**src/rtl/cbu_pkg.sv**
```systemverilog
// Package: shared constants for the compare/branch unit.
// Assumes opcodes are 8 bits and the branch range is contiguous.
package cbu_pkg;
    localparam int FLAG_W = 5;
    localparam int FL_EQ  = 0;
    localparam int FL_LT  = 1;
    localparam int FL_GT  = 2;
    localparam int FL_LTU = 3;
    localparam int FL_GTU = 4;

    localparam int OP_W = 8;
    localparam logic [OP_W-1:0] OP_BEQ  = 8'h0F;
    localparam logic [OP_W-1:0] OP_BNE  = 8'h10;
    localparam logic [OP_W-1:0] OP_BLT  = 8'h11;
    localparam logic [OP_W-1:0] OP_BGT  = 8'h12;
    localparam logic [OP_W-1:0] OP_BLTU = 8'h13;
    localparam logic [OP_W-1:0] OP_BGTU = 8'h14;
    localparam logic [OP_W-1:0] OP_BGE  = 8'h15;
    localparam logic [OP_W-1:0] OP_BLE  = 8'h16;
    localparam logic [OP_W-1:0] OP_BGEU = 8'h17;
    localparam logic [OP_W-1:0] OP_BLEU = 8'h18;

    localparam int INSN_BYTES = 6;
endpackage

```
**src/rtl/cbu_flag_calc.sv**
```systemverilog
// Module: cbu_flag_calc
// Derives all five condition bits from a single shared subtractor.
// Assumes DATA_W >= 2. The logic is purely combinational.
module cbu_flag_calc
    import cbu_pkg::*;
#(
    parameter int DATA_W = 32
) (
    input  logic [DATA_W-1:0] lhs,
    input  logic [DATA_W-1:0] rhs,
    output logic [FLAG_W-1:0] flags_nxt
);
    localparam int MSB = DATA_W - 1;

    logic [DATA_W:0] diff;
    logic            borrow;
    logic            is_eq;
    logic            lt_s;

    // Subtract once; the borrow bit gives the unsigned ordering.
    always_comb begin
        diff   = {1'b0, lhs} - {1'b0, rhs};
        borrow = diff[DATA_W];
        is_eq  = (diff[MSB:0] == '0);
        // With differing signs, the negative operand is the smaller one.
        lt_s   = (lhs[MSB] ^ rhs[MSB]) ? lhs[MSB] : borrow;
    end

    // Pack the condition bits into their fixed positions.
    always_comb begin
        flags_nxt          = '0;
        flags_nxt[FL_EQ]   = is_eq;
        flags_nxt[FL_LTU]  = borrow;
        flags_nxt[FL_GTU]  = !borrow && !is_eq;
        flags_nxt[FL_LT]   = lt_s;
        flags_nxt[FL_GT]   = !lt_s && !is_eq;
    end
endmodule

```
**src/rtl/cbu_flag_reg.sv**
```systemverilog
// Module: cbu_flag_reg
// Condition register that loads only on a compare.
// Assumes a synchronous active-low reset.
module cbu_flag_reg
    import cbu_pkg::*;
(
    input  logic              clk,
    input  logic              rst_n,
    input  logic              load,
    input  logic [FLAG_W-1:0] flags_d,
    output logic [FLAG_W-1:0] flags_q
);
    // Hold the flags, replacing them only when a compare is presented.
    always_ff @(posedge clk) begin
        if (!rst_n)
            flags_q <= '0;
        else if (load)
            flags_q <= flags_d;
    end

    assert_reset_clear_R5: assert property (@(posedge clk)
        !rst_n |=> flags_q == '0);
    assert_hold_without_cmp_R4: assert property (@(posedge clk) disable iff (!rst_n)
        !load |=> $stable(flags_q));
    assert_signed_exclusive_R2: assert property (@(posedge clk) disable iff (!rst_n)
        $onehot0({flags_q[FL_EQ], flags_q[FL_LT], flags_q[FL_GT]}));
    assert_unsigned_exclusive_R3: assert property (@(posedge clk) disable iff (!rst_n)
        $onehot0({flags_q[FL_EQ], flags_q[FL_LTU], flags_q[FL_GTU]}));
endmodule

```
**src/rtl/cbu_branch_sel.sv**
```systemverilog
// Module: cbu_branch_sel
// Decodes a branch opcode, tests the latched flags and forms the
// next address. Assumes a fixed six-byte branch instruction.
module cbu_branch_sel
    import cbu_pkg::*;
#(
    parameter int ADDR_W = 32
) (
    input  logic              valid,
    input  logic [OP_W-1:0]   opcode,
    input  logic [ADDR_W-1:0] pc,
    input  logic [ADDR_W-1:0] target,
    input  logic [FLAG_W-1:0] flags,
    output logic              taken,
    output logic              illegal,
    output logic [ADDR_W-1:0] next_pc
);
    localparam logic [ADDR_W-1:0] STEP = ADDR_W'(INSN_BYTES);

    logic cond_hit;
    logic known;
    logic eq, lt, gt, ltu, gtu;

    // Select the condition that matches the opcode.
    always_comb begin
        eq  = flags[FL_EQ];
        lt  = flags[FL_LT];
        gt  = flags[FL_GT];
        ltu = flags[FL_LTU];
        gtu = flags[FL_GTU];
        known    = 1'b1;
        cond_hit = 1'b0;
        case (opcode)
            OP_BEQ:  cond_hit = eq;
            OP_BNE:  cond_hit = !eq;
            OP_BLT:  cond_hit = lt;
            OP_BGT:  cond_hit = gt;
            OP_BLTU: cond_hit = ltu;
            OP_BGTU: cond_hit = gtu;
            OP_BGE:  cond_hit = gt || eq;
            OP_BLE:  cond_hit = lt || eq;
            OP_BGEU: cond_hit = gtu || eq;
            OP_BLEU: cond_hit = ltu || eq;
            default: known    = 1'b0;
        endcase
    end

    // Qualify by valid and choose the destination or the fall-through address.
    always_comb begin
        taken   = valid && known && cond_hit;
        illegal = valid && !known;
        next_pc = taken ? target : pc + STEP;
    end
endmodule

```
**src/rtl/cbu_branch_unit.sv**
```systemverilog
// Module: cbu_branch_unit (top)
// Compare-flags register plus conditional-branch resolution.
// Assumes branches read the flags latched before the current edge.
module cbu_branch_unit
    import cbu_pkg::*;
#(
    parameter int DATA_W = 32,
    parameter int ADDR_W = 32
) (
    input  logic              clk,
    input  logic              rst_n,
    input  logic              cmp_en,
    input  logic [DATA_W-1:0] cmp_a,
    input  logic [DATA_W-1:0] cmp_b,
    input  logic              br_en,
    input  logic [7:0]        br_op,
    input  logic [ADDR_W-1:0] br_pc,
    input  logic [ADDR_W-1:0] br_dest,
    output logic [4:0]        cc_flags,
    output logic              br_taken,
    output logic [ADDR_W-1:0] br_next_pc,
    output logic              br_illegal
);
    logic [FLAG_W-1:0] flags_nxt;
    logic [FLAG_W-1:0] flags_q;

    cbu_flag_calc #(.DATA_W(DATA_W)) calc_i (
        .lhs       (cmp_a),
        .rhs       (cmp_b),
        .flags_nxt (flags_nxt)
    );

    cbu_flag_reg reg_i (
        .clk     (clk),
        .rst_n   (rst_n),
        .load    (cmp_en),
        .flags_d (flags_nxt),
        .flags_q (flags_q)
    );

    cbu_branch_sel #(.ADDR_W(ADDR_W)) sel_i (
        .valid   (br_en),
        .opcode  (br_op),
        .pc      (br_pc),
        .target  (br_dest),
        .flags   (flags_q),
        .taken   (br_taken),
        .illegal (br_illegal),
        .next_pc (br_next_pc)
    );

    assign cc_flags = flags_q;

    assert_taken_dest_R10: assert property (@(posedge clk) disable iff (!rst_n)
        br_taken |-> br_next_pc == br_dest);
    assert_illegal_not_taken_R11: assert property (@(posedge clk) disable iff (!rst_n)
        br_illegal |-> !br_taken);
    assert_idle_quiet_R11: assert property (@(posedge clk) disable iff (!rst_n)
        !br_en |-> !br_taken && !br_illegal);
    assert_cmp_visible_R12: assert property (@(posedge clk) disable iff (!rst_n)
        cmp_en |=> cc_flags == $past(flags_nxt));
endmodule

```
**config.mk**
```make
export PLATFORM = sky130hd
export DESIGN_NAME = cbu_branch_unit
export DESIGN_NICKNAME = d
export VERILOG_FILES = /design/src/rtl/cbu_pkg.sv /design/src/rtl/cbu_flag_calc.sv /design/src/rtl/cbu_flag_reg.sv /design/src/rtl/cbu_branch_sel.sv /design/src/rtl/cbu_branch_unit.sv
export SDC_FILE = /design/constraint.sdc
export NUM_CORES = 1
export LEC_CHECK = 0
export BUFFER_PORTS_ARGS = -buffer_cell sky130_fd_sc_hd__buf_2
export CAP_MARGIN = 40
export CELL_PAD_IN_SITES_DETAIL_PLACEMENT = 1
export CELL_PAD_IN_SITES_GLOBAL_PLACEMENT = 2
export CORE_ASPECT_RATIO = 2
export CORE_MARGIN = 5
export CORE_UTILIZATION = 26
export DETAILED_ROUTE_END_ITERATION = 7
export HOLD_SLACK_MARGIN = 0.05
export PLACE_DENSITY = 0.87
export SLEW_MARGIN = 25
export SYNTH_ARGS = -nofsm -noshare
export SYNTH_HDL_FRONTEND = slang
export SYNTH_SLANG_ARGS = --single-unit
```
**constraint.sdc**
```tcl
create_clock -name clk -period 10.32 [get_ports clk]
set_input_delay 1.548 -clock clk [delete_from_list [all_inputs] [get_ports clk]]
set_output_delay 1.548 -clock clk [all_outputs]
set_load 0.02 [all_outputs]
```
-- After elaboration in Yosys (flattened, before gate mapping)
Index checks and enable logic that the tools add are counted.
- add/subtract/negate cells: 2
- equality and inequality tests: 10
- muxes and demuxes: 4
- bitwise operators: 1
- reductions and logical operators: 16
- operators with widths (cell ; count):
    $eq 8x5->1 const B ; 9
    $sub 32x32->33 ; 1
    $add 32x3->32 const B ; 1
    $logic_not 32->1 ; 1
    $mux 32 ; 1
    $pmux 1 s10 ; 1
    $reduce_or 10->1 ; 1
    $eq 8x4->1 const B ; 1
    $logic_and 1x1->1 ; 5
    $logic_not 1->1 ; 5
    $logic_or 1x1->1 ; 4
    $mux 1 ; 2
    $xor 1x1->1 ; 1
- register bits after elaboration: 5
- output and inout port bits: 39
- word-level logic and storage cells: 34

-- Longest topological paths before layout
Gate-level depths: netlist of the first run.
- word-level depth: 6
- depth in mapped cells: 13
- depth with buffers taken out: 13

-- Cells and area by module
From an unflattened synthesis of the first run, not the netlist that was laid out.
- cell total of the unflattened synthesis: 539
- area, all modules: 3937.5 um^2
- modules (own cells, without submodules) (module ; instances ; cells each ; area each (um^2)):
    cbu_flag_calc ; 1 ; 370 ; 2442.3
    cbu_branch_sel ; 1 ; 153 ; 1302.5
    cbu_flag_reg ; 1 ; 16 ; 192.7

-- Worst setup path before layout of the first run
OpenSTA, ideal clock, no wires.
- path type: input to output
- from: in br_op[0]
- to: out br_next_pc[2]
- arrival: 3.993 ns
- data required time: 8.772 ns
- slack: 4.779 ns
- stages: 11
- path through: clkbuf_1 nor4bb_1 nand2_1 mux2i_1 o21ai_0 a31oi_1 o22ai_1 a22oi_1 nor3_1 buf_2 mux2i_1
- cells in the longest elaborated chain, start to end: 6
- elaborated cells between the ends (all ways): 16
- ends and longest elaborated chain (what ; line ; text):
    start: declaration ; cbu_branch_unit.sv:16 ; input logic [7:0] br_op,
    $eq 8x4->1 / $eq 8x5->1 (equally long branches) ; cbu_branch_sel.sv:33 ; case (opcode)
    $reduce_or 10->1 (no line) ; - ;
    $mux 1 ; cbu_branch_sel.sv:33 ;
    $logic_and 1x1->1 ; cbu_branch_sel.sv:50 ; taken = valid && known && cond_hit;
    $logic_and 1x1->1 (*) ; cbu_branch_sel.sv:50 ;
    net br_taken ; cbu_branch_unit.sv:20 ; output logic br_taken,
    $mux 32 (*) ; cbu_branch_sel.sv:52 ; next_pc = taken ? target : pc + STEP;
    end: declaration ; cbu_branch_unit.sv:21 ; output logic [ADDR_W-1:0] br_next_pc,
The timed path passes the listed nets; every way through them passes the cells marked *.

-- Final worst setup path of the first run
- from: in br_op[0]
- to: out br_next_pc[9]
- cells in the longest elaborated chain, start to end: 6
- elaborated cells between the ends (all ways): 16
- ends and longest elaborated chain (what ; line):
    $eq 8x4->1 / $eq 8x5->1 (equally long branches) ; cbu_branch_sel.sv:33
    $reduce_or 10->1 (no line) ; -
    $mux 1 ; cbu_branch_sel.sv:33
    $logic_and 1x1->1 ; cbu_branch_sel.sv:50
    $logic_and 1x1->1 (*) ; cbu_branch_sel.sv:50
    $mux 32 (*) ; cbu_branch_sel.sv:52
Every way passes the cells marked *; elsewhere a longest branch is shown, timed or not.

==> results of run 1 <==
## metrics by stage
| step | cells | hold slack [ps] |
|---|---|---|
| floorplan | 520 | 570 |
| global placement | 866 | 513 |
| detailed placement | 866 | 534 |
| CTS | 870 | 540 |
| global route | 870 | 575 |
| finish | 870 | 544 |
## power groups by stage
stage	combinational, µW	sequential [µW]	clock [µW]
finish	232	22.4	63.5
global route	254	22.6	65.1
CTS	233	22.4	64.5
detailed placement	231	22.7	0
global placement	226	22.6	0
floorplan	153	23.8	0
## cell type report
cell class | count | area share
multi-input cells | 454 | 0.688
repair buffers | 179 | 0.192
well taps | 189 | 0.0505
inverters | 39 | 0.0313
flip-flops and latches | 5 | 0.0214
clock buffers | 4 | 0.0168
## critical path, cell delays in order
cell and delay (ps):
buf_2 160, nor4bb_1 290, nand2_1 110, mux2i_1 130
o21ai_0 230, a31oi_1 130, o22ai_1 160, a22oi_1 120
nor3_2 190, buf_4 390, mux2_2 390, buf_2 160
## cells by family after synthesis
logic type                 Yosys count  synth area share
and+or+nand+nor                    195             0.279
AOI/OAI and AO/OA                  145             0.268
buffers and inverters               61            0.0891
xor gates and xnor gates            41            0.0987
muxes                               39             0.118
adders and majority gates           34             0.119
DFF                                  5            0.0275
## metal layers
layer | vias up | share of wire
li1 | 2228 | -
met1 | 2184 | 0.30
met4 | 0 | 0.043
met2 | 144 | 0.60
met3 | 37 | 0.053
met5 | - | 0
## worst max-delay path by stage
stage / cells after the start / from / slack, ps / end
finish: 12 / br_op[0] / 4740 / br_next_pc[9]
global route: 12 / br_op[0] / 4590 / br_next_pc[26]
CTS: 12 / br_op[0] / 4740 / br_next_pc[12]
detailed placement: 12 / br_op[0] / 4740 / br_next_pc[12]
global placement: 12 / br_op[0] / 4850 / br_next_pc[2]
floorplan: 11 / br_op[0] / 4780 / br_next_pc[2]
## Yosys cell counts, drive strengths merged (3+ instances only)
library cell   n
mux2i          8
a31oi          6
xnor2         23
nor2b          5
and3           9
dfxtp          5
nor4           6
and4           4
nand2b         6
o21a           8
a311oi         3
nand3b         5
or3            5
inv           39
clkbuf         6
a21oi         41
o21bai         3
a21o           9
buf           15
o2111ai        5
o211ai         3
o22ai          3
o21ai         32
xor2          18
nand3         13
and2           5
nand2         53
nor3          10
a211oi         7
nand4         18
mux2          31
ha            33
nor2          47
==> summary.txt, run 1 <==
Clock network
  • CTS tree: built
  • Post_cts resized: 0
  • # H-tree levels: 1
  • Insertion delay of the later-clocked pin in the worst-skew pair: 230 ps
  • Reg clk slew, reported paths: 30 ps
  • Max clock buf depth: 2
  • Num CTS Buffers: 3
  • Post-CTS setup buffer count: 0
  • Root buf cell: clkbuf_16
  • Cts-stage hold buffer count: 0
  • CTS Sinks: 5

Power and ir drop
  • PD cells: 67.9 nW/µm²
  • Switching share of total power: 0.479
  • Comb pwr share: 0.730
  • Worst vdd ir: 0.0407 mV
  • NetSw: 152 µW
  • Clock share of power: 0.200
  • Total power: 318 µW
  • Share of total power in sequential cells: 0.071
  • Static leakage power: 0.00220 µW
  • Internal cell power: 166 µW

Placed design
  • Routability cong.: 0.915
  • Pre-CTS WS: 4740 ps
  • DPL Wire Length: 14.1 mm
  • Post-DP Area: 4600 µm²
  • Number of port buffers: 178

Worst setup path
  • CP Data Required Time: 8770 ps
  • R2R Setup Slk: 9500 ps
  • Worst setup SP type: input port
  • CP Data Arrival Time: 4030 ps
  • CP Max Fanout: 33
  • Worst reg-to-reg path cell count: 2
  • Critical Path End Type: primary output
  • Reg2reg end: reg_i.flags_q[0]
  • CP Class: input port to primary output
  • Worst R2R Start: reg_i.flags_q[0]

Floorplan
  • Die height: 177 µm
  • Starting Density: 0.263
  • I/O pins: 179
  • Row cnt: 61
  • Die area: 16600 µm²
  • Core Region: 13800 µm²
  • Chip width: 93.6 µm

Timing
  • Endpoints failing hold: 0
  • RSZ-0062 raised after global routing: no
  • Slew @ Worst Pin: 652 ps
  • Clk_skew: 0 ps
  • Slew margin rel.: 0.554
  • Pins Over Slew Limit: 0
  • Min setup slack post-route: 4740 ps
  • Fmax: 179 MHz
  • Final-report setup violation count: 0
  • Fin crit period: 5580 ps
  • Final TNS setup: 0 ps
  • Tcrit/Tclk final: 0.541

Final layout
  • Register bank with the most flops: reg_i.flags_q
  • Register area: 100 µm²
  • # fillers: 1806
  • Most frequent cells in the layout: 178 x buf_2, 53 x nand2_1, 47 x nor2_1, 39 x inv_1, 38 x a21oi_1
  • Commonest non-fill, non-tap cell in the layout: buf_2
  • Net count, final: 856
  • Post-layout util: 0.339
  • Area grow syn2layout: 28.6%
  • Antenna diodes: 0
  • Post-route cell area: 4680 µm²
  • Max reg flops: 5
  • Layout cells sized above 1: 0.344
  • Largest regs: reg_i.flags_q (5)
  • Multi-input logic area: 3220 µm²

Synthesis
  • Post-synthesis sequential area ratio: 0.0275
  • Number of flops mapped to enable cells by yosys: 0
  • Synth cell types: 78
  • Cell Area, Synth: 3640 µm²
  • Mean Syn Cell Area: 6.99 µm²
  • Yosys reg bits: 5
  • Synth top area cells: ha_1 11%, mux2_2 9.6%, xnor2_1 5.5%
  • Post-synth net total: 694
  • Cells after Synth: 520
  • Post-synth top area share: 0.114
  • Ys flop type: dfxtp_1
  • Yosys warns: 0
  • Top cell type by total area after synthesis: ha_1
  • Ys async rst share: 0

GRT
  • Busiest grt layer: met2
  • Largest net degree at the start of global routing: 34
  • Global-route wire length before repair: 24.5 mm
  • GR Util met1: 0.145
  • Grt met2 use: 0.412
  • Initial antenna violation count: 0
  • Grt ovf: 0
  • Vias in the first global route: 5027
  • GR Util All Layers: 0.184
  • GR met3 Demand/Resource: 0.0217

Routing
  • Vias per cell: 5.28
  • Routed len/inst: 18.2 µm
  • Drt initial violations: 106
  • Vias after detailed routing: 4593
  • Post-route antenna net violation count: 0
  • Drt first pass iters: 4
  • DRC viols: 0
  • Post-Route WL: 15.8 mm

Job
  • Max-cap violations: 0

Hold path
  • Hold Path Class: flip-flop to flip-flop
  • WHS Path Cells: 2
  • Worst Hold End: reg_i.flags_q[2]
  • Hold_sp: reg_i.flags_q[2]

Outcome
  • Status: complete, no violations
Note: power is estimated with default switching activity, not from simulation.
==> inputs of run 2 (changes only) <==
--- a/config.mk
+++ b/config.mk
@@ -5,16 +5,17 @@
 export SDC_FILE = /design/constraint.sdc
 export NUM_CORES = 1
 export LEC_CHECK = 0
+export ABC_AREA = 1
 export BUFFER_PORTS_ARGS = -buffer_cell sky130_fd_sc_hd__buf_2
 export CAP_MARGIN = 40
 export CELL_PAD_IN_SITES_DETAIL_PLACEMENT = 1
 export CELL_PAD_IN_SITES_GLOBAL_PLACEMENT = 2
 export CORE_ASPECT_RATIO = 2
 export CORE_MARGIN = 5
-export CORE_UTILIZATION = 26
+export CORE_UTILIZATION = 22
 export DETAILED_ROUTE_END_ITERATION = 7
 export HOLD_SLACK_MARGIN = 0.05
-export PLACE_DENSITY = 0.87
+export PLACE_DENSITY = 0.82
 export SLEW_MARGIN = 25
 export SYNTH_ARGS = -nofsm -noshare
 export SYNTH_HDL_FRONTEND = slang
==> constraint.sdc (replaced) <==
create_clock -name clk -period 5.75 [get_ports clk]
set_input_delay 0.8625 -clock clk [delete_from_list [all_inputs] [get_ports clk]]
set_output_delay 0.8625 -clock clk [all_outputs]
set_load 0.02 [all_outputs]
==> summary.txt, run 2 <==
Routing
  • Drt initial violations: 139 (+31%)
  • Routed len/inst: 13.9 µm (-23%)
  • Post-route antenna net violation count: 0 (unchanged)
  • Vias after detailed routing: 5417 (+18%)
  • DRC viols: 0 (unchanged)
  • Vias per cell: 4.51 (-15%)
  • Drt first pass iters: 4 (unchanged)
  • Post-Route WL: 16.8 mm (+5.9%)

GRT
  • Grt ovf: 0 (unchanged)
  • GR Util met1: 0.129 (-0.0163)
  • Grt met2 use: 0.368 (-0.0442)
  • Global-route wire length before repair: 27.6 mm (+13%)
  • Initial antenna violation count: 2 (+2)
  • Busiest grt layer: met2
  • GR met3 Demand/Resource: 0.00933 (-0.0124)
  • Vias in the first global route: 5953 (+18%)
  • GR Util All Layers: 0.159 (-0.0250)
  • Largest net degree at the start of global routing: 50 (+47%)

Placed design
  • Number of port buffers: 178 (unchanged)
  • Routability cong.: 0.842 (-7.9%)
  • Pre-CTS WS: 1990 ps (-2750 ps)
  • DPL Wire Length: 15.6 mm (+10%)
  • Post-DP Area: 5090 µm² (+11%)

Clock network
  • Max clock buf depth: 2 (unchanged)
  • # H-tree levels: 1 (unchanged)
  • CTS tree: built
  • Cts-stage hold buffer count: 0 (unchanged)
  • Insertion delay of the later-clocked pin in the worst-skew pair: 230 ps (about the same)
  • Post_cts resized: 0 (unchanged)
  • CTS Sinks: 5 (unchanged)
  • Root buf cell: clkbuf_16
  • Num CTS Buffers: 3 (unchanged)
  • Post-CTS setup buffer count: 0 (unchanged)
  • Reg clk slew, reported paths: 30 ps (about the same)

Synthesis
  • Cell Area, Synth: 4000 µm² (+10%)
  • Top cells by instance count after synthesis: 330 x nand2_1, 166 x inv_1, 69 x nor2_1, 42 x nand3_1, 33 x ha_1
  • Ys async rst share: 0 (unchanged)
  • Top cell type by total area after synthesis: nand2_1
  • Post-synth net total: 984 (+42%)
  • Number of flops mapped to enable cells by yosys: 0 (unchanged)
  • Most common cell in the netlist: nand2_1
  • Ys flop type: dfxtp_1
  • Synth cell types: 46 (-41%)
  • Post-synthesis sequential area ratio: 0.0250 (-0.00252)
  • Synth top area cells: nand2_1 31%, inv_1 16%, ha_1 10%
  • Yosys reg bits: 5 (unchanged)
  • Post-synth top area share: 0.309 (+0.196)
  • Mean Syn Cell Area: 4.94 µm² (-29%)
  • Yosys warns: 0 (unchanged)
  • Cells after Synth: 810 (+56%)

Outcome
  • Status: complete, no violations

Power and ir drop
  • Share of total power in sequential cells: 0.071 (about the same)
  • Static leakage power: 0.00324 µW (+47%)
  • Switching share of total power: 0.502 (+0.0234)
  • NetSw: 286 µW (+88%)
  • Internal cell power: 283 µW (+71%)
  • Comb pwr share: 0.723 (-0.007)
  • PD cells: 110 nW/µm² (+62%)
  • Worst vdd ir: 0.0615 mV (+51%)
  • Clock share of power: 0.206 (+0.006)

Floorplan
  • Die height: 201 µm (+13%)
  • Row cnt: 69 (+13%)
  • I/O pins: 179 (unchanged)
  • Core Region: 17900 µm² (+29%)
  • Die area: 21200 µm² (+27%)
  • Chip width: 105 µm (+13%)
  • Starting Density: 0.224 (-0.0392)

Hold path
  • WHS Path Cells: 2 (unchanged)
  • Hold Path Class: flip-flop to flip-flop

Final layout
  • Register area: 100 µm² (unchanged)
  • Multi-input logic area: 3190 µm² (-0.78%)
  • Register bank with the most flops: reg_i.flags_q
  • Largest regs: reg_i.flags_q (5)
  • # fillers: 2582 (+43%)
  • Layout cells sized above 1: 0.209 (-0.135)
  • Commonest non-fill, non-tap cell in the layout: nand2_1
  • Net count, final: 1161 (+36%)
  • Post-route cell area: 5180 µm² (+11%)
  • Most frequent cells in the layout: 330 x nand2_1, 178 x buf_2, 166 x inv_1, 69 x nor2_1, 42 x nand3_1
  • Max reg flops: 5 (unchanged)
  • Area grow syn2layout: 29.3%

Worst setup path
  • Worst R2R Start: reg_i.flags_q[3]
  • Reg2reg end: reg_i.flags_q[3]
  • CP Class: input port to primary output
  • Critical Path End Type: primary output
  • Critical Path Start: br_op[7]
  • CP Data Required Time: 4890 ps (-3880 ps)
  • R2R Setup Slk: 4970 ps (-4530 ps)
  • Worst setup SP type: input port
  • CP Max Fanout: 49 (+48%)
  • Worst Setup EP: br_next_pc[12]
  • Worst reg-to-reg path cell count: 2 (unchanged)
  • CP Data Arrival Time: 2880 ps (-1150 ps)

Timing
  • Tcrit/Tclk final: 0.651
  • Fmax: 267 MHz
  • Min setup slack post-route: 2010 ps (-2730 ps)
  • Final-report setup violation count: 0 (unchanged)
  • Final TNS setup: 0 ps (unchanged)
  • Fin crit period: 3740 ps
  • Slew margin rel.: 0.720 (+0.165)
  • Hold WS: 533 ps (-11.3 ps)
  • Pins Over Slew Limit: 0 (unchanged)
  • Endpoints failing hold: 0 (unchanged)
  • Clk_skew: 0 ps (unchanged)
  • RSZ-0062 raised after global routing: no
  • Slew @ Worst Pin: 420 ps (-231 ps)

Job
  • Max-cap violations: 0 (unchanged)
run 2: changes by cell type in the layout (fill, tap and decap cells not counted), moves of 11 or more:
cell	before	now
nand2_1	53	330
xnor2_1	23	12
nand3_1	12	42
mux2_2	31	0
inv_1	39	166
nor2_1	47	69
run 2: per-stage QoR:
step           power (µW)  utilization  std cells
2_1_floorplan         303            -        810
3_3_place_gp          458        0.285       1195
3_5_place_dp          461        0.285       1195
4_1_cts               582        0.290       1199
5_1_grt               638        0.290       1201
6_report              569        0.290       1201
run 2: cells by family after synthesis:
kind of cell | Yosys count | share of synthesized area
AOI/OAI and AO/OA | 64 | 0.0891
buffers and inverters | 177 | 0.177
DFF | 5 | 0.0250
and+or+nand+nor | 499 | 0.533
xor gates and xnor gates | 31 | 0.0678
adders and majority gates | 34 | 0.108
run 2: final cells by class:
cell class,count,area share
inverters,171,0.124
clock buffers,4,0.0152
well taps,213,0.0515
multi-input cells,628,0.617
diodes,2,0.000966
flip-flops and latches,5,0.0193
repair buffers,178,0.172
run 2: power groups by stage:
| stage | clock network [µW] | logic, µW | registers, µW |
|---|---|---|---|
| floorplan | 0 | 259 | 43.3 |
| global placement | 0 | 417 | 41.1 |
| detailed placement | 0 | 420 | 41.1 |
| CTS | 119 | 423 | 40.7 |
| global route | 123 | 474 | 41.1 |
| finish | 117 | 411 | 40.6 |
run 2: layer usage:
metal | vias to the layer above | wire (µm) | part of all wire
met5 | - | 0 | 0
met4 | 0 | 539 | 0.032
met3 | 27 | 533 | 0.032
met2 | 107 | 10600 | 0.63
met1 | 2455 | 5080 | 0.30
li1 | 2828 | - | -
run 2: worst max-delay path, stage by stage:
cell	delay [ps]
buf_2	100
nor2_2	230
nand3b_4	140
nor4_4	210
inv_2	80
o2111ai_1	200
nand2_1	90
nand2_2	80
nand2_4	130
inv_4	360
nand2_1	100
o21ai_0	90
buf_2	190
run 2: worst min-delay path by stage:
| stage | startpoint | end | slack (ps) |
|---|---|---|---|
| CTS | reg_i.flags_q[4] | reg_i.flags_q[4] | 530 |
| detailed placement | reg_i.flags_q[4] | reg_i.flags_q[4] | 520 |
| floorplan | reg_i.flags_q[4] | reg_i.flags_q[4] | 560 |
| global route | reg_i.flags_q[4] | reg_i.flags_q[4] | 560 |
| global placement | reg_i.flags_q[4] | reg_i.flags_q[4] | 520 |
| finish | reg_i.flags_q[4] | reg_i.flags_q[4] | 530 |
==> inputs of run 3 (changes only) <==
--- a/config.mk
+++ b/config.mk
@@ -5,17 +5,17 @@
 export SDC_FILE = /design/constraint.sdc
 export NUM_CORES = 1
 export LEC_CHECK = 0
-export ABC_AREA = 1
+export ABC_AREA = 0
 export BUFFER_PORTS_ARGS = -buffer_cell sky130_fd_sc_hd__buf_2
 export CAP_MARGIN = 40
 export CELL_PAD_IN_SITES_DETAIL_PLACEMENT = 1
 export CELL_PAD_IN_SITES_GLOBAL_PLACEMENT = 2
 export CORE_ASPECT_RATIO = 2
 export CORE_MARGIN = 5
-export CORE_UTILIZATION = 22
+export CORE_UTILIZATION = 24
 export DETAILED_ROUTE_END_ITERATION = 7
 export HOLD_SLACK_MARGIN = 0.05
-export PLACE_DENSITY = 0.82
+export PLACE_DENSITY = 0.81
 export SLEW_MARGIN = 25
 export SYNTH_ARGS = -nofsm -noshare
 export SYNTH_HDL_FRONTEND = slang
==> constraint.sdc (replaced) <==
create_clock -name clk -period 3.5 [get_ports clk]
set_input_delay 0.525 -clock clk [delete_from_list [all_inputs] [get_ports clk]]
set_output_delay 0.525 -clock clk [all_outputs]
set_load 0.02 [all_outputs]
==> summary.txt, run 3 (synthesis results as in run 1) <==
Outcome
  • Status: complete, no violations

Worst setup path
  • CP Max Fanout: 9 (-82%)
  • Worst setup SP type: input port
  • CP Class: input port to flip-flop
  • CP Data Required Time: 3610 ps (-1280 ps)
  • Critical Path End Type: flip-flop
  • CP Data Arrival Time: 3540 ps (+660 ps)

Timing
  • Endpoints failing hold: 0 (unchanged)
  • Pins Over Slew Limit: 0 (unchanged)
  • Clk_skew: 0 ps (unchanged)
  • Tcrit/Tclk final: 0.981
  • Fin crit period: 3430 ps
  • Min setup slack post-route: 66.8 ps (-1940 ps)
  • Slew @ Worst Pin: 494 ps (+73.7 ps)
  • Hold WS: 545 ps (+12.2 ps)
  • Final TNS setup: 0 ps (unchanged)
  • Final-report setup violation count: 0 (unchanged)
  • Fmax: 291 MHz
  • Slew margin rel.: 0.668 (-0.0522)

Power and ir drop
  • Switching share of total power: 0.462 (-0.0402)
  • Clock share of power: 0.181 (-0.025)
  • NetSw: 488 µW (+71%)
  • Share of total power in sequential cells: 0.062 (-0.009)
  • Worst vdd ir: 0.124 mV (+100%)
  • Comb pwr share: 0.757 (+0.034)
  • Total power: 1060 µW (+86%)
  • Internal cell power: 569 µW (+100%)
  • Static leakage power: 0.00256 µW (-21%)
  • PD cells: 200 nW/µm² (+82%)

Job
  • Max-cap violations: 0 (unchanged)

Floorplan
  • Chip width: 97.1 µm (-7.9%)
  • Core Region: 14900 µm² (-17%)
  • I/O pins: 179 (unchanged)
  • Die area: 17900 µm² (-16%)
  • Row cnt: 63 (-8.7%)
  • Starting Density: 0.244 (+0.0201)
  • Die height: 184 µm (-8.3%)

Final layout
  • Antenna diodes: 0 (-2)
  • Max reg flops: 5 (unchanged)
  • Net count, final: 923 (-20%)
  • Register bank with the most flops: reg_i.flags_q
  • Layout cells sized above 1: 0.420 (+0.211)
  • Post-route cell area: 5280 µm² (+2.0%)
  • Most frequent cells in the layout: 178 x buf_2, 66 x buf_4, 53 x nand2_1, 47 x nor2_1, 39 x inv_1
  • Largest regs: reg_i.flags_q (5)
  • Area grow syn2layout: 45.2%
  • Commonest non-fill, non-tap cell in the layout: buf_2

Routing
  • Drt initial violations: 106 (-24%)
  • Vias per cell: 5.12 (+13%)
  • Post-Route WL: 17.3 mm (+3.5%)
  • Drt first pass iters: 4 (unchanged)
  • Routed len/inst: 18.4 µm (+32%)
  • Vias after detailed routing: 4826 (-11%)
  • DRC viols: 0 (unchanged)
  • Post-route antenna net violation count: 0 (unchanged)

Clock network
  • # H-tree levels: 1 (unchanged)
  • Root buf cell: clkbuf_16
  • Num CTS Buffers: 3 (unchanged)
  • CTS Sinks: 5 (unchanged)
  • Max clock buf depth: 2 (unchanged)
  • Reg clk slew, reported paths: 40 ps (about the same)
  • CTS tree: built
  • Insertion delay of the later-clocked pin in the worst-skew pair: 230 ps (about the same)
  • Cts-stage hold buffer count: 0 (unchanged)

Placed design
  • Number of port buffers: 178 (unchanged)
  • Pre-CTS WS: -372 ps (-2360 ps)
  • Post-DP Area: 5100 µm² (about the same)
  • DPL Wire Length: 15.5 mm (-0.44%)
  • Routability cong.: 0.972 (+15%)

GRT
  • Vias in the first global route: 5260 (-12%)
  • Initial antenna violation count: 0 (-2)
  • Global-route wire length before repair: 26.4 mm (-4.4%)
  • Largest net degree at the start of global routing: 34 (-32%)
  • GR Util All Layers: 0.182 (+0.0238)
  • Grt ovf: 0 (unchanged)

Hold path
  • Hold Path Class: flip-flop to flip-flop
[run 3: cell count changes in the layout (fill, tap and decap cells not counted), moves of 8 or more]
cell	before	now
nand2_1	330	53
inv_1	166	39
buf_4	0	66
mux2_2	0	31
nand3_1	42	12
nor2_1	69	47
xnor2_1	12	23
a21o_1	0	9
a21oi_1	29	37
mux2i_1	0	8
[run 3: per-stage QoR]
step | std cells | utilization
2_1_floorplan | 520 | -
3_3_place_gp | 936 | 0.342
3_5_place_dp | 936 | 0.342
4_1_cts | 940 | 0.348
5_1_grt | 943 | 0.355
6_report | 943 | 0.355
[run 3: area by class of cell]
type	count	area (µm²)
clock buffer	3	75.1
clock inverter	1	5.00
fill	1944	9620
inverter	39	146
multi-input combinational	454	3290
sequential	5	100
tap	195	244
timing repair buffer	246	1420
[run 3: path summary, 6_finish.rpt]
| kind | depth (start not counted) | slack (ps) | end | startpoint |
|---|---|---|---|---|
| max | 12 | 70 | reg_i.flags_q[4] | cmp_a[9] |
| min | 2 | 540 | reg_i.flags_q[2] | reg_i.flags_q[2] |
| max reg2reg | 2 | 2680 | reg_i.flags_q[0] | reg_i.flags_q[0] |
| min reg2reg | 2 | 540 | reg_i.flags_q[2] | reg_i.flags_q[2] |
[run 3: repair_timing]
item,4_1_cts,5_1_grt
endpoints found under the hold margin,0,0
setup buffers,0,2
gates cloned,0,1
pin swaps,0,2
resized for setup,2,16
setup endpoints to repair,8,35
[run 3: power by group through the flow]
stage,combinational [µW],sequential [µW],clock (µW)
after floorplan,452,70.1,0
after global placement,770,66.6,0
after detailed placement,787,67.1,0
after CTS,793,66.2,195
after global routing,870,66.6,199
final,800,66.0,191
[run 3: critical path: stages]
cell	delay, ps
buf_2	100
ha_1	410
a21oi_1	310
o21ai_2	160
a221oi_2	410
buf_4	200
a211oi_2	80
or2_2	310
o2bb2ai_1	120
or4b_1	520
nor4_4	280
o31ai_1	120
[run 3: per-layer routing]
metal	vias to the layer above	routed length, µm	global-route usage
met4	0	1050	0.0928
met2	169	10400	0.409
met3	39	778	0.0258
met5	-	0	0
met1	2256	5090	0.141
li1	2362	-	-
